$ cat src/rtl/acc_seq_core.sv
`timescale 1ns/1ps
module acc_seq_core #(
  parameter int ADDR_W = 7
) (
  input  logic              clk,
  input  logic              rst_n,
  output logic [ADDR_W-1:0] mem_addr,
  output logic [15:0]       mem_wdata,
  output logic              mem_we,
  input  logic [15:0]       mem_rdata,
  output logic [11:0]       pc_q,
  output logic [11:0]       ar_q,
  output logic [15:0]       ir_q,
  output logic [15:0]       dr_q,
  output logic [15:0]       ac_q,
  output logic              e_q,
  output logic              i_q,
  output logic [6:0]        t_q
);
  localparam int STEPS = 7;
  localparam int SC_W  = $clog2(STEPS);
  localparam int OPS   = 8;

  logic [SC_W-1:0]  sc;
  logic [STEPS-1:0] t;
  logic [OPS-1:0]   d;
  logic [16:0]      sum;

  assign t   = STEPS'(1) << sc;
  assign d   = OPS'(1) << ir_q[14:12];
  assign t_q = t;
  assign sum = {1'b0, ac_q} + {1'b0, dr_q};

  logic ind_rd, dr_rd, and_x, add_x, lda_x, sta_x, bun_x;
  logic bsa_w, bsa_j, isz_inc, isz_w, io_end, clr_sc;

  assign ind_rd  = t[3] & ~d[7] & i_q;
  assign dr_rd   = t[4] & (d[0] | d[1] | d[2] | d[6]);
  assign and_x   = t[5] & d[0];
  assign add_x   = t[5] & d[1];
  assign lda_x   = t[5] & d[2];
  assign sta_x   = t[4] & d[3];
  assign bun_x   = t[4] & d[4];
  assign bsa_w   = t[4] & d[5];
  assign bsa_j   = t[5] & d[5];
  assign isz_inc = t[5] & d[6];
  assign isz_w   = t[6] & d[6];
  assign io_end  = t[3] & d[7];
  assign clr_sc  = io_end | and_x | add_x | lda_x | sta_x | bun_x | bsa_j | isz_w;

  assign mem_addr  = t[0]   ? pc_q[ADDR_W-1:0] :
                     t[2]   ? ir_q[ADDR_W-1:0] :
                     ind_rd ? mem_rdata[ADDR_W-1:0] :
                              ar_q[ADDR_W-1:0];
  assign mem_we    = sta_x | bsa_w | isz_w;
  assign mem_wdata = sta_x ? ac_q : bsa_w ? {4'b0, pc_q} : dr_q;

  always_ff @(posedge clk or negedge rst_n) begin
    if (!rst_n) begin
      sc   <= '0;
      pc_q <= '0;
      ar_q <= '0;
      ir_q <= '0;
      dr_q <= '0;
      ac_q <= '0;
      e_q  <= 1'b0;
      i_q  <= 1'b0;
    end else begin
      sc <= clr_sc ? '0 : sc + 1'b1;
      if (t[0]) ar_q <= pc_q;
      if (t[1]) begin
        ir_q <= mem_rdata;
        pc_q <= pc_q + 12'd1;
      end
      if (t[2]) begin
        ar_q <= ir_q[11:0];
        i_q  <= ir_q[15];
      end
      if (ind_rd)  ar_q <= mem_rdata[11:0];
      if (dr_rd)   dr_q <= mem_rdata;
      if (and_x)   ac_q <= ac_q & dr_q;
      if (add_x)   {e_q, ac_q} <= sum;
      if (lda_x)   ac_q <= dr_q;
      if (bun_x)   pc_q <= ar_q;
      if (bsa_w)   ar_q <= ar_q + 12'd1;
      if (bsa_j)   pc_q <= ar_q;
      if (isz_inc) dr_q <= dr_q + 16'd1;
      if (isz_w && dr_q == 16'd0) pc_q <= pc_q + 12'd1;
    end
  end
endmodule

$ cat config.mk
export PLATFORM = sky130hd
export DESIGN_NAME = acc_seq_core
export DESIGN_NICKNAME = d
export VERILOG_FILES = /design/src/rtl/acc_seq_core.sv
export SDC_FILE = /design/constraint.sdc
export NUM_CORES = 1
export LEC_CHECK = 0
export BUFFER_PORTS_ARGS = -buffer_cell sky130_fd_sc_hd__buf_2
export CELL_PAD_IN_SITES_DETAIL_PLACEMENT = 0
export CELL_PAD_IN_SITES_GLOBAL_PLACEMENT = 1
export CORE_MARGIN = 4
export CORE_UTILIZATION = 41
export DETAILED_ROUTE_END_ITERATION = 16
export PLACE_DENSITY_LB_ADDON = 0.08
export SYNTH_ARGS = -nofsm -noshare
export SYNTH_HDL_FRONTEND = slang
export SYNTH_SLANG_ARGS = --single-unit
$ cat constraint.sdc
create_clock -name clk -period 3 [get_ports clk]
set_input_delay 0.3 -clock clk [delete_from_list [all_inputs] [get_ports clk]]
set_output_delay 0.3 -clock clk [all_outputs]
set_load 0.02 [all_outputs]
* Word level (Yosys, flattened, before mapping)
Cells that the tools add are included.
Cells by class: add/sub/neg operators 5, shifts and indexed selects 2, mux-type cells 19, bitwise logic cells 27, reductions and logical operators 6
Operators by type and width (count):
- two-way mux 16 bit | 7
- two-way mux 12 bit | 8
- adder 12 x 1 -> 12 bit, second input constant | 2
- two-way mux 7 bit | 3
- adder 16 x 16 -> 17 bit | 1
- adder 16 x 1 -> 16 bit, second input constant | 1
- bitwise AND 16 bit | 1
- logical NOT 16 bit | 1
- bitwise AND 1 bit | 13
- bitwise OR 1 bit | 12
- nonzero test 4 bit | 2
- left shift 1 x 3 -> 8 bit, first input constant | 1
- left shift 1 x 3 -> 7 bit, first input constant | 1
- adder 3 x 1 -> 3 bit, second input constant | 1
- two-way mux 3 bit | 1
- nonzero test 3 bit | 1
- nonzero test 2 bit | 1
- logical AND 1 bit | 1
- NOT 1 bit | 1
Storage, ports and cells: bits in registers 77, output and inout bits 105, logic and storage cells 67

* Depth between registers and ports, before layout
depth after elaboration 10, gate-level depth with buffers 11, mapped depth without buffers 9

* Worst setup path before layout
No wires, ideal clock.
path type reg2reg, start register dr_q[0], end register ac_q[12], setup time 0.141 ns, arrival time 2.346 ns, data required time 2.859 ns, slack 0.512 ns, stages on the path, launching flop included 10, buffers on the path 0, period minus slack after synthesis 2.488 ns, path through dfrtp_1 > ha_1 > fa_1 > a211oi_1 > nor2_1 > o21ai_1 > a21oi_1 > or3_1 > a31oi_1 > a211oi_1
On the way: cells in the longest elaborated chain, start to end 3
Ends and longest elaborated chain:
- from (decl) | line 14 | output logic [15:0] dr_q,
- from (signal assigned) | line 80 | if (dr_rd) dr_q <= mem_rdata;
- from (signal assigned) | line 87 | if (isz_inc) dr_q <= dr_q + 16'd1;
- adder 16 x 16 -> 17 bit | line 32 | assign sum = {1'b0, ac_q} + {1'b0, dr_q};
- two-way mux 16 bit | line 82 | if (add_x) {e_q, ac_q} <= sum;
- two-way mux 16 bit | line 83 | if (lda_x) ac_q <= dr_q;
- to (signal assigned) | line 81 | if (and_x) ac_q <= ac_q & dr_q;
- to (signal assigned) | line 82
- to (signal assigned) | line 83
- to (decl) | line 15 | output logic [15:0] ac_q,
Every way passes these cells. A chain may end at the register's enable or synchronous reset.

* Worst setup path in the final report
start register sc[0], end output port mem_wdata[11]
On the way: cells in the longest elaborated chain, start to end 4, elaborated cells on any way between the ends 5, those cells by class shift: 1; mux: 2; bitwise: 2
Ends and longest elaborated chain:
- from (decl) | line 24 | logic [SC_W-1:0] sc;
- from (signal assigned) | line 69 | sc <= clr_sc ? '0 : sc + 1'b1;
- left shift 1 x 3 -> 7 bit (*) | line 29 | assign t = STEPS'(1) << sc;
- bitwise AND 1 bit | line 44 | assign bsa_w = t[4] & d[5];
- two-way mux 16 bit | line 56 | assign mem_wdata = sta_x ? ac_q : bsa_w ? {4'b0, pc_q} : dr_q;
- two-way mux 16 bit (*) | line 56
- to (decl) | line 8 | output logic [15:0] mem_wdata,
Mark *: on every way between the ends. The rest lies on a longest branch, timed or not.

==> out/results.tsv <==
metric	value	unit
Skew-Pair Late Insertion Delay	350	ps
Least-Margin Pin Slew	728	ps
Post-Syn Area	5810	µm²
setup bufs post-CTS	0	
Antenna Nets Post-Route	0	
Synth Flop Type	dfrtp_1	
initial antenna violation count	0	
commonest non-fill, non-tap cell in the layout	buf_2	
cts bufs inserted	9	
Hold WS	-26.1	ps
CTS tree	yes	
type of the worst setup path	reg2out	
Place WS	435	ps
failing checks	hold timing	
post-synth cell types	65	
clock buffer depth	2	
crit path time final	2740	ps
Gate power share	0.638	
Pins Over Slew Limit	0	
async set-or-reset flop fraction in the synthesized netlist	1.00	
Post-synth EDFFs	0	
IO Count	123	
Final nets	859	
first-pass GRT wire length	30900	µm
synthesized netlist net count	748	
Worst-path clk slew	70	ps
Cell Rows	43	
period utilization	0.913	
DRC Markers	0	
max frequency	365	MHz
# fillers	1388	
crit end category	output pin	
CTS Root Cell	clkbuf_16	
final setup violation count	0	
Switch Pwr	4.90	mW
htree depth	3	
vias per inst	5.87	
Chip Height	127	µm
Pint	4.46	mW
gr usage total	0.242	
initial core utilization	0.419	
Max Cap Violations	0	
Leakage	3.05	nW
worst IR drop on VDD	0.000614	V
layout cell share with drive strength beyond 1	0.252	
most frequent cells in the layout	buf_2, nand2_1, dfrtp_1	
Avg WL per Cell	19.6	µm
DP Wirelength	14600	µm
hold_buf cts	0	
sequential area share after synthesis	0.331	
Synth Instances	704	
sw frac	0.524	
core area	13900	µm²
Hold Fails Final Rpt	16	
DIE WIDTH	127	µm
status	complete, but fails checks	
sequential share of power	0.245	
Setup TNS	0	ps
largest net degree at the start of global routing	48	
flops & latches, synth	77	
drt first pass iters	5	
Mean Syn Cell Area	8.26	µm²
RSZ-0062 raised after global routing	false	
Area growth, synth to finish	18.6	%
CTS Sinks	77	
Setup Skew	5.97	ps
I/O Buffers	122	
post-CTS sizing	0	
Min-Delay Path Class	in2async	
Crit path required time	2700	ps
ant diodes	0	
type of origin of the critical path	flip-flop	
cell total after placement	984	
Clk pwr share	0.116	
synth warn	0	
vias in the first global route	5568	
total global routing overflow	0	
final WL	19600	µm
Rel. slew slack	0.515	
DRT iter0 DRCs	430	
fin worst setup slack	261	ps
Max FO, Critical Path	23	
DR vias	5865	
crit path DAT	2440	ps
routability cong.	0.929	
PD cells	1360	nW/µm²
die area	16100	µm²
final cell count without fillers	1000	
==> power groups by stage <==
stage                     registers (mW)  logic, mW  clock network, mW
final                               2.30       5.97               1.09
after global routing                2.39       6.55               1.16
after CTS                           2.30       5.96               1.11
after detailed placement            2.32       5.93                  0
after global placement              2.29       5.91                  0
after floorplan                     2.64       3.76                  0
==> final cells by class <==
type                       instances  area [µm²]  share of cell area
timing repair buffer             145         786               0.114
multi-input combinational        567        3610               0.524
sequential                        77        1930               0.280
tap                              180         225              0.0327
clock buffer                      10         239              0.0347
clock inverter                     6        47.5             0.00690
inverter                          15        56.3             0.00817
==> layer usage <==
metal / wire (µm) / vias to the layer above / part of all wire / global-route usage
met5: 0 / - / 0 / 0
met4: 660 / 0 / 0.034 / 0.105
met3: 1260 / 38 / 0.064 / 0.0431
li1: - / 2776 / - / -
met1: 9110 / 2824 / 0.46 / 0.346
met2: 8610 / 227 / 0.44 / 0.358
==> flip-flops by register name, indices dropped and copies added (netlist names) <==
| name | count |
|---|---|
| ac_q | 16 |
| ar_q | 12 |
| dr_q | 16 |
| e_q | 1 |
| i_q | 1 |
| ir_q | 16 |
| pc_q | 12 |
| sc | 3 |
==> path summary, 6_finish.rpt <==
kind	depth (start not counted)	endpoint	slack [ps]	start
max	8	mem_wdata[11]	260	sc[0]
min	1	ac_q[11]	-30	rst_n
max reg2reg	9	ac_q[12]	390	ac_q[0]
min reg2reg	1	sc[0]	500	sc[0]
max in group asynchronous	2	pc_q[3]	2310	rst_n
min in group clk	3	dr_q[8]	230	mem_rdata[8]
==> cells in the mapped netlist (8+ instances only) <==
cell type / instances / area share
a31oi_1: 12 / 0.013
and3_1: 9 / 0.0097
dfrtp_1: 77 / 0.33
nor2_1: 73 / 0.047
ha_1: 25 / 0.054
nand2b_1: 14 / 0.015
nor2b_1: 8 / 0.0086
o21ai_0: 60 / 0.052
xnor2_1: 16 / 0.024
mux2i_1: 19 / 0.033
clkbuf_1: 15 / 0.0097
buf_2: 21 / 0.018
o22ai_1: 14 / 0.015
nand3_1: 16 / 0.014
o21a_1: 8 / 0.010
nor3_1: 11 / 0.0095
a211oi_1: 10 / 0.013
inv_1: 14 / 0.0090
a21oi_1: 54 / 0.046
mux2_2: 22 / 0.043
nand2_1: 88 / 0.057
o31ai_1: 9 / 0.012
==> critical path, stage by stage (launching register included) <==
cell     delay (ps)
dfrtp_1         410
inv_1           100
ha_2            360
nand2_1         160
nor3b_4         200
buf_4           320
mux2i_1         240
o21ai_0         100
buf_2           180
==> per-stage QoR <==
step           total power, mW  hold WS, ps  instance area [µm²]  utilization
6_report                  9.36        -26.1                 6890        0.497
4_1_cts                   9.37         6.34                 6890        0.496
5_1_grt                   10.1         28.5                 6890        0.497
2_1_floorplan             6.40         4.41                 5810            -
3_5_place_dp              8.25          378                 6600        0.476
3_3_place_gp              8.20          377                 6600        0.476
==> cells by family (layout without fill, tap and decap cells) <==
group	Yosys count	after routing	synth area share
AND/OR/NAND/NOR	252	252	0.209
AO/OA/AOI/OAI	226	226	0.244
flip-flops	77	77	0.331
buffers and inverters	60	176	0.0499
multiplexers	41	41	0.0753
adder cells (fa/ha/maj)	26	26	0.0573
XOR/XNOR	22	22	0.0331
Power figures use the tool's default switching activity.
